`src/rtl/aclk_route_pkg.sv`:
```
package aclk_route_pkg;
  localparam int NUM_DOM   = 9;
  localparam int NUM_FIXED = 3;
  localparam int SEL_W     = 4;
  localparam int SLOT_W    = 5;
  localparam int CH_LIMIT  = 24;
endpackage

```
`src/rtl/aclk_route_cfg.sv`:
```
module aclk_route_cfg #(
  parameter int NUM_DOM   = 9,
  parameter int NUM_ASG   = 6,
  parameter int SEL_W     = 4,
  parameter int SLOT_W    = 5
) (
  input  logic                      clk,
  input  logic                      rst,
  input  logic                      we,
  input  logic [NUM_ASG-1:0]        dir_in,
  input  logic                      master_in,
  input  logic [NUM_DOM-1:0]        en_in,
  input  logic [NUM_DOM*SEL_W-1:0]  sel_in,
  input  logic [NUM_DOM*SLOT_W-1:0] slots_in,
  output logic [NUM_ASG-1:0]        dir_q,
  output logic                      master_q,
  output logic [NUM_DOM-1:0]        en_q,
  output logic [NUM_DOM*SEL_W-1:0]  sel_q,
  output logic [NUM_DOM*SLOT_W-1:0] slots_q
);
  always_ff @(posedge clk) begin
    if (rst) begin
      dir_q    <= '0;
      master_q <= 1'b0;
      en_q     <= '0;
      sel_q    <= '0;
      slots_q  <= '0;
    end else if (we) begin
      dir_q    <= dir_in;
      master_q <= master_in;
      en_q     <= en_in;
      sel_q    <= sel_in;
      slots_q  <= slots_in;
    end
  end
endmodule

```
`src/rtl/aclk_route_port_mux.sv`:
```
module aclk_route_port_mux #(
  parameter int NUM_DOM = 9,
  parameter int SEL_W   = 4,
  parameter int PORT    = 0
) (
  input  logic               master,
  input  logic               en,
  input  logic [SEL_W-1:0]   sel,
  input  logic [NUM_DOM-1:0] avail,
  input  logic [NUM_DOM-1:0] pad_lr,
  input  logic [NUM_DOM-1:0] pad_bc,
  output logic               lr,
  output logic               bc,
  output logic               err
);
  localparam int EXT = 1 << SEL_W;
  localparam logic [SEL_W-1:0] OWN_DOM = SEL_W'(PORT);

  logic [EXT-1:0]   av_x, lr_x, bc_x;
  logic [SEL_W-1:0] dom;
  logic             ok;

  assign av_x = EXT'(avail);
  assign lr_x = EXT'(pad_lr);
  assign bc_x = EXT'(pad_bc);
  assign dom  = master ? OWN_DOM : sel;
  assign ok   = av_x[dom];
  assign lr   = en & ok & lr_x[dom];
  assign bc   = en & ok & bc_x[dom];
  assign err  = en & ~ok;
endmodule

```
`src/rtl/aclk_route_budget.sv`:
```
module aclk_route_budget #(
  parameter int NUM_DOM  = 9,
  parameter int SLOT_W   = 5,
  parameter int CH_LIMIT = 24
) (
  input  logic                      clk,
  input  logic                      rst,
  input  logic [NUM_DOM-1:0]        en,
  input  logic [NUM_DOM*SLOT_W-1:0] slots,
  output logic                      ovf
);
  localparam int SUM_W = $clog2(NUM_DOM * ((1 << SLOT_W) - 1) + 1);

  logic [SUM_W-1:0] total;

  always_comb begin
    total = '0;
    for (int p = 0; p < NUM_DOM; p++) begin
      if (en[p]) total = total + SUM_W'(slots[p*SLOT_W +: SLOT_W]);
    end
  end

  always_ff @(posedge clk) begin
    if (rst) ovf <= 1'b0;
    else     ovf <= (total > SUM_W'(CH_LIMIT));
  end

  AST_IDLE_NO_OVF: assert property (@(posedge clk) disable iff (rst) $past(en == '0) |-> !ovf);
endmodule

```
`src/rtl/aclk_route.sv`:
```
module aclk_route
  import aclk_route_pkg::*;
#(
  parameter int NUM_DOM   = aclk_route_pkg::NUM_DOM,
  parameter int NUM_FIXED = aclk_route_pkg::NUM_FIXED,
  parameter int SEL_W     = aclk_route_pkg::SEL_W,
  parameter int SLOT_W    = aclk_route_pkg::SLOT_W,
  parameter int CH_LIMIT  = aclk_route_pkg::CH_LIMIT,
  localparam int NUM_ASG  = NUM_DOM - NUM_FIXED
) (
  input  logic                      clk,
  input  logic                      rst,
  input  logic                      cfg_we,
  input  logic [NUM_ASG-1:0]        cfg_pad_dir,
  input  logic                      cfg_master,
  input  logic [NUM_DOM-1:0]        cfg_port_en,
  input  logic [NUM_DOM*SEL_W-1:0]  cfg_dom_sel,
  input  logic [NUM_DOM*SLOT_W-1:0] cfg_slots,
  input  logic [NUM_DOM-1:0]        pad_lrclk,
  input  logic [NUM_DOM-1:0]        pad_bclk,
  output logic [NUM_ASG-1:0]        pad_oe,
  output logic [NUM_DOM-1:0]        port_lrclk,
  output logic [NUM_DOM-1:0]        port_bclk,
  output logic [NUM_DOM-1:0]        port_err,
  output logic                      ch_overflow
);
  logic [NUM_ASG-1:0]        dir_q;
  logic                      master_q;
  logic [NUM_DOM-1:0]        en_q;
  logic [NUM_DOM*SEL_W-1:0]  sel_q;
  logic [NUM_DOM*SLOT_W-1:0] slots_q;
  logic [NUM_DOM-1:0]        avail;
  logic [NUM_DOM-1:0]        lr_c, bc_c, err_c;

  aclk_route_cfg #(
    .NUM_DOM(NUM_DOM), .NUM_ASG(NUM_ASG), .SEL_W(SEL_W), .SLOT_W(SLOT_W)
  ) u_cfg (
    .clk(clk), .rst(rst), .we(cfg_we),
    .dir_in(cfg_pad_dir), .master_in(cfg_master), .en_in(cfg_port_en),
    .sel_in(cfg_dom_sel), .slots_in(cfg_slots),
    .dir_q(dir_q), .master_q(master_q), .en_q(en_q),
    .sel_q(sel_q), .slots_q(slots_q)
  );

  for (genvar d = 0; d < NUM_DOM; d++) begin : g_avail
    if (d < NUM_FIXED) begin : g_fixed
      assign avail[d] = 1'b1;
    end else begin : g_asg
      assign avail[d] = ~dir_q[d-NUM_FIXED];
    end
  end

  for (genvar p = 0; p < NUM_DOM; p++) begin : g_port
    aclk_route_port_mux #(
      .NUM_DOM(NUM_DOM), .SEL_W(SEL_W), .PORT(p)
    ) u_mux (
      .master(master_q), .en(en_q[p]), .sel(sel_q[p*SEL_W +: SEL_W]),
      .avail(avail), .pad_lr(pad_lrclk), .pad_bc(pad_bclk),
      .lr(lr_c[p]), .bc(bc_c[p]), .err(err_c[p])
    );

    AST_FIXED_USABLE: assert property (@(posedge clk) disable iff (rst)
      $past(!master_q && en_q[p] && (sel_q[p*SEL_W +: SEL_W] < SEL_W'(NUM_FIXED))) |-> !port_err[p]);
    AST_MASTER_OWN: assert property (@(posedge clk) disable iff (rst)
      $past(master_q && en_q[p] && avail[p]) |->
        (port_lrclk[p] == $past(pad_lrclk[p]) && port_bclk[p] == $past(pad_bclk[p])));
    AST_ERR_QUIET: assert property (@(posedge clk) disable iff (rst)
      port_err[p] |-> (!port_lrclk[p] && !port_bclk[p]));
    AST_IDLE_PORT: assert property (@(posedge clk) disable iff (rst)
      $past(!en_q[p]) |-> (!port_err[p] && !port_lrclk[p] && !port_bclk[p]));
  end

  aclk_route_budget #(
    .NUM_DOM(NUM_DOM), .SLOT_W(SLOT_W), .CH_LIMIT(CH_LIMIT)
  ) u_budget (
    .clk(clk), .rst(rst), .en(en_q), .slots(slots_q), .ovf(ch_overflow)
  );

  always_ff @(posedge clk) begin
    if (rst) begin
      pad_oe     <= '0;
      port_lrclk <= '0;
      port_bclk  <= '0;
      port_err   <= '0;
    end else begin
      pad_oe     <= dir_q;
      port_lrclk <= lr_c;
      port_bclk  <= bc_c;
      port_err   <= err_c;
    end
  end

  AST_RST_CLEAR: assert property (@(posedge clk)
    $past(rst) |-> (pad_oe == '0 && port_lrclk == '0 && port_bclk == '0 && port_err == '0 && !ch_overflow));
  AST_OE_TRACKS_DIR: assert property (@(posedge clk) disable iff (rst)
    pad_oe == $past(dir_q));
endmodule

```
`config.mk`:
```
export PLATFORM = sky130hd
export DESIGN_NAME = aclk_route
export DESIGN_NICKNAME = d
export VERILOG_FILES = /design/src/rtl/aclk_route_pkg.sv /design/src/rtl/aclk_route_cfg.sv /design/src/rtl/aclk_route_port_mux.sv /design/src/rtl/aclk_route_budget.sv /design/src/rtl/aclk_route.sv
export SDC_FILE = /design/constraint.sdc
export NUM_CORES = 1
export LEC_CHECK = 0
export ABC_AREA = 1
export BUFFER_PORTS_ARGS = -buffer_cell sky130_fd_sc_hd__buf_2
export CORE_MARGIN = 2
export CORE_UTILIZATION = 52
export CTS_CLUSTER_DIAMETER = 150
export DETAILED_ROUTE_END_ITERATION = 12
export GPL_ROUTABILITY_DRIVEN = 0
export GPL_TIMING_DRIVEN = 0
export PLACE_DENSITY = 0.78
export SKIP_LAST_GASP = 1
export SYNTH_ARGS = -nofsm -noshare
export SYNTH_HDL_FRONTEND = slang
export SYNTH_SLANG_ARGS = --single-unit
```
`constraint.sdc`:
```
create_clock -name clk -period 6.78 [get_ports clk]
set_clock_uncertainty 0.2 [all_clocks]
set_input_delay 1.695 -clock clk [delete_from_list [all_inputs] [get_ports clk]]
set_output_delay 1.695 -clock clk [all_outputs]
set_load 0.05 [all_outputs]
```
==> impl_metrics.env <==
export IMPL_p_leak_nw=5.17
export IMPL_clock_fmax_mhz=129
export IMPL_cts_tree="built"
export IMPL_grt_pass1_vias=9812
export IMPL_cp_arrival_ps=7950
export IMPL_portBuffers=143
export IMPL_drv_slew=0
export IMPL_num_antenna_cells=0
export IMPL_drcViolationCount=0
export IMPL_synthTopCellsByArea="dfxtp_1, o21ai_0, a21oi_1"
export IMPL_syn_cell_area_sq_um=8980
export IMPL_clk_pin_slew_ps=60
export IMPL_ys_ff_latch=131
export IMPL_route_met3_wl_um=3480
export IMPL_min_path_cells=2
export IMPL_crit_required_ps=6970
export IMPL_htreeDepth=4
export IMPL_cp_slowest_cell="fa_1"
export IMPL_num_rows=48
export IMPL_wire_per_inst_um=18.2
export IMPL_yosysTopAreaCellShare_pct=29.2
export IMPL_start_kind="flop"
export IMPL_synth_top_cell_by_area="dfxtp_1"
export IMPL_fp_dieW_um=135
export IMPL_crit_path_end_kind="flop"
export IMPL_core_area_sq_um=17100
export IMPL_cap_viol_max_count=0
export IMPL_num_vias=10704
export IMPL_setup_viol=1
export IMPL_cts_buffers=17
export IMPL_via_per_inst=5.93
export IMPL_clk_latency_ps=440
export IMPL_syn_nets=1528
export IMPL_overflow=0
export IMPL_ir_worst_vdd_mv=0.196
export IMPL_grt_pass1_wl_um=49300
export IMPL_hp_class="reg -> reg"
export IMPL_firstDrtPassIters=6
export IMPL_hold_viol=0
export IMPL_synth_area_per_cell_sq_um=6.59
export IMPL_rr_worst_depth=46
export IMPL_finalNetCount=1732
export IMPL_synthCells=1362
export IMPL_first_iter_violations=1363
export IMPL_critPathKind="reg -> reg"
export IMPL_fin_util_pct=66.9
export IMPL_period_minus_slack_ps=7770
export IMPL_grt_use_total_pct=34.7
export IMPL_wl_um=32800
export IMPL_slew_headroom_pct=43.9
export IMPL_top_layer="met4"
export IMPL_clock_sinks=131
export IMPL_rsz0062_at_grt="yes"
export IMPL_preCtsSetupSlack_ps=-819
export IMPL_crit_path_frequent_cell="inv_2"
export IMPL_outcome="finished, violations left"
export IMPL_synth_edff_count=0
export IMPL_critical_path_peak_fanout=6
export IMPL_area_growth_synth_to_final_pct=27.5
export IMPL_drive_gt1_share_pct=24.0
export IMPL_io_pin_count=152
export IMPL_die_area_sq_um=18300
export IMPL_synth_flop_cell="dfxtp_1"
export IMPL_cts_root_buf="clkbuf_16"
export IMPL_drt_met1_wl_um=12300
export IMPL_ant_nets=0
export IMPL_violations="setup timing"
export IMPL_dp_hpwl_um=22300
export IMPL_tightest_slew_ps=842
export IMPL_antenna_found_initial=0
export IMPL_die_h_um=135
export IMPL_cpPeakStageDelay_ps=480
export IMPL_synth_cell_type_count=50
export IMPL_finalSetupTns_ps=-989
export IMPL_async_reset_ff_share_pct=0
export IMPL_ys_warn_count=0
export IMPL_met2_length_um=15000
export IMPL_power_density_nw_per_um2=236
export IMPL_fill_cells=1400
export IMPL_layout_setup_ws_ps=-989
export IMPL_holdBufCountCts=0
export IMPL_grt_max_degree=17
export IMPL_initial_core_util_pct=52.5
export IMPL_period_share_pct=115
export IMPL_yosysSeqAreaShare_pct=29.2
export IMPL_clk_path_buf_depth=2
## kinds of logic after synthesis
logic type	after synthesis	synth area share [%]
AOI/OAI and AO/OA	447	27.3
adders and majority gates	48	7.27
xor gates and xnor gates	9	0.878
DFF	131	29.2
and+or+nand+nor	485	25.1
buffers and inverters	242	10.3
## layer usage
metal,track usage [%],vias up
met5,0,-
met4,20.5,0
met3,8.60,150
met2,56.6,649
met1,41.3,4865
li1,-,5040
## cell usage after synthesis (all sizes together) (3+ instances only)
library cell / number
a2111oi: 4
a211oi: 8
a21oi: 163
a221oi: 9
a22oi: 3
a311oi: 4
a31oi: 15
a41oi: 4
and2: 4
buf: 11
clkbuf: 49
clkinv: 6
dfxtp: 131
fa: 7
ha: 41
inv: 176
nand2: 185
nand3: 75
nand3b: 6
nand4: 4
nor2: 174
nor3: 21
nor4: 10
o211ai: 9
o21ai: 214
o311ai: 4
o31ai: 3
o41ai: 3
or2: 6
xnor2: 4
xor2: 5
## critical path, delay by kind of cell (launching register included)
family | cells | cell delay (ps)
adder cells (fa/ha/maj) | 9 | 3110
AND/OR/NAND/NOR | 16 | 1560
flip-flops | 1 | 380
buffers and inverters | 11 | 650
AO/OA/AOI/OAI | 9 | 1580
XOR/XNOR | 1 | 180
## timing repair
item	4_1_cts	5_1_grt
cloned	0	0
pin swaps	38	50
resized for setup	27	47
buffers inserted	33	10
setup endpoints to repair	1	1
## sequential cells by signal, indices dropped and copies added, names as in the netlist
| name | count |
|---|---|
| pad_oe | 6 |
| port_bclk | 9 |
| port_err | 9 |
| port_lrclk | 9 |
| u_budget.ovf | 1 |
| u_cfg.dir_q | 6 |
| u_cfg.en_q | 9 |
| u_cfg.master_q | 1 |
| u_cfg.sel_q | 36 |
| u_cfg.slots_q | 45 |
## path summary, 6_finish.rpt
kind | slack (ps) | from | endpoint
setup / recovery | -990 | u_cfg.en_q[0] | u_budget.ovf
hold / removal | 260 | u_cfg.sel_q[14] | u_cfg.sel_q[14]
setup reg to reg | -990 | u_cfg.en_q[0] | u_budget.ovf
hold reg to reg | 260 | u_cfg.sel_q[14] | u_cfg.sel_q[14]
## cell usage in the layout (no fill, tap or decap), types with 6 or more instances in the layout
| cell type | instances |
|---|---|
| nand2_4 | 10 |
| nand2_2 | 35 |
| a21oi_1 | 157 |
| nor4_1 | 10 |
| nor3_1 | 20 |
| a31oi_1 | 15 |
| clkbuf_16 | 17 |
| ha_1 | 19 |
| inv_2 | 15 |
| dfxtp_1 | 128 |
| o211ai_1 | 9 |
| o21ai_2 | 11 |
| nand2_1 | 140 |
| buf_2 | 145 |
| clkinv_1 | 6 |
| nor2_1 | 163 |
| a221oi_1 | 9 |
| buf_4 | 44 |
| o21ai_1 | 9 |
| nand3_1 | 50 |
| nand3_2 | 20 |
| inv_1 | 159 |
| nor2_2 | 10 |
| clkbuf_1 | 49 |
| buf_1 | 7 |
| nand3b_1 | 6 |
| o21ai_0 | 194 |
| ha_4 | 21 |
## through the flow
step | cell area, sq um | power [mW] | instances | hold WS (ps)
floorplan | 9190 | 1.37 | 1362 | 235
global placement | 10200 | 1.54 | 1730 | 246
detailed placement | 10200 | 1.55 | 1730 | 255
CTS | 11200 | 2.61 | 1795 | 263
global route | 11400 | 2.82 | 1804 | 270
finish | 11400 | 2.70 | 1804 | 263
## power breakdown
part           switching [mW]  internal [mW]
logic                   0.507          0.303
registers              0.0439          0.820
clock network           0.399          0.628
## cell type report
cell class,instances,area [sq um],area share [%]
multi-input cells,989,5930,51.8
flip-flops and latches,131,2630,23.0
repair buffers,186,1040,9.07
inverters,182,688,6.01
clock buffers,17,425,3.72
well taps,225,282,2.46
plain buffers,59,228,1.99
clock inverters,15,221,1.93
Note: power is estimated with default switching activity, not from simulation.
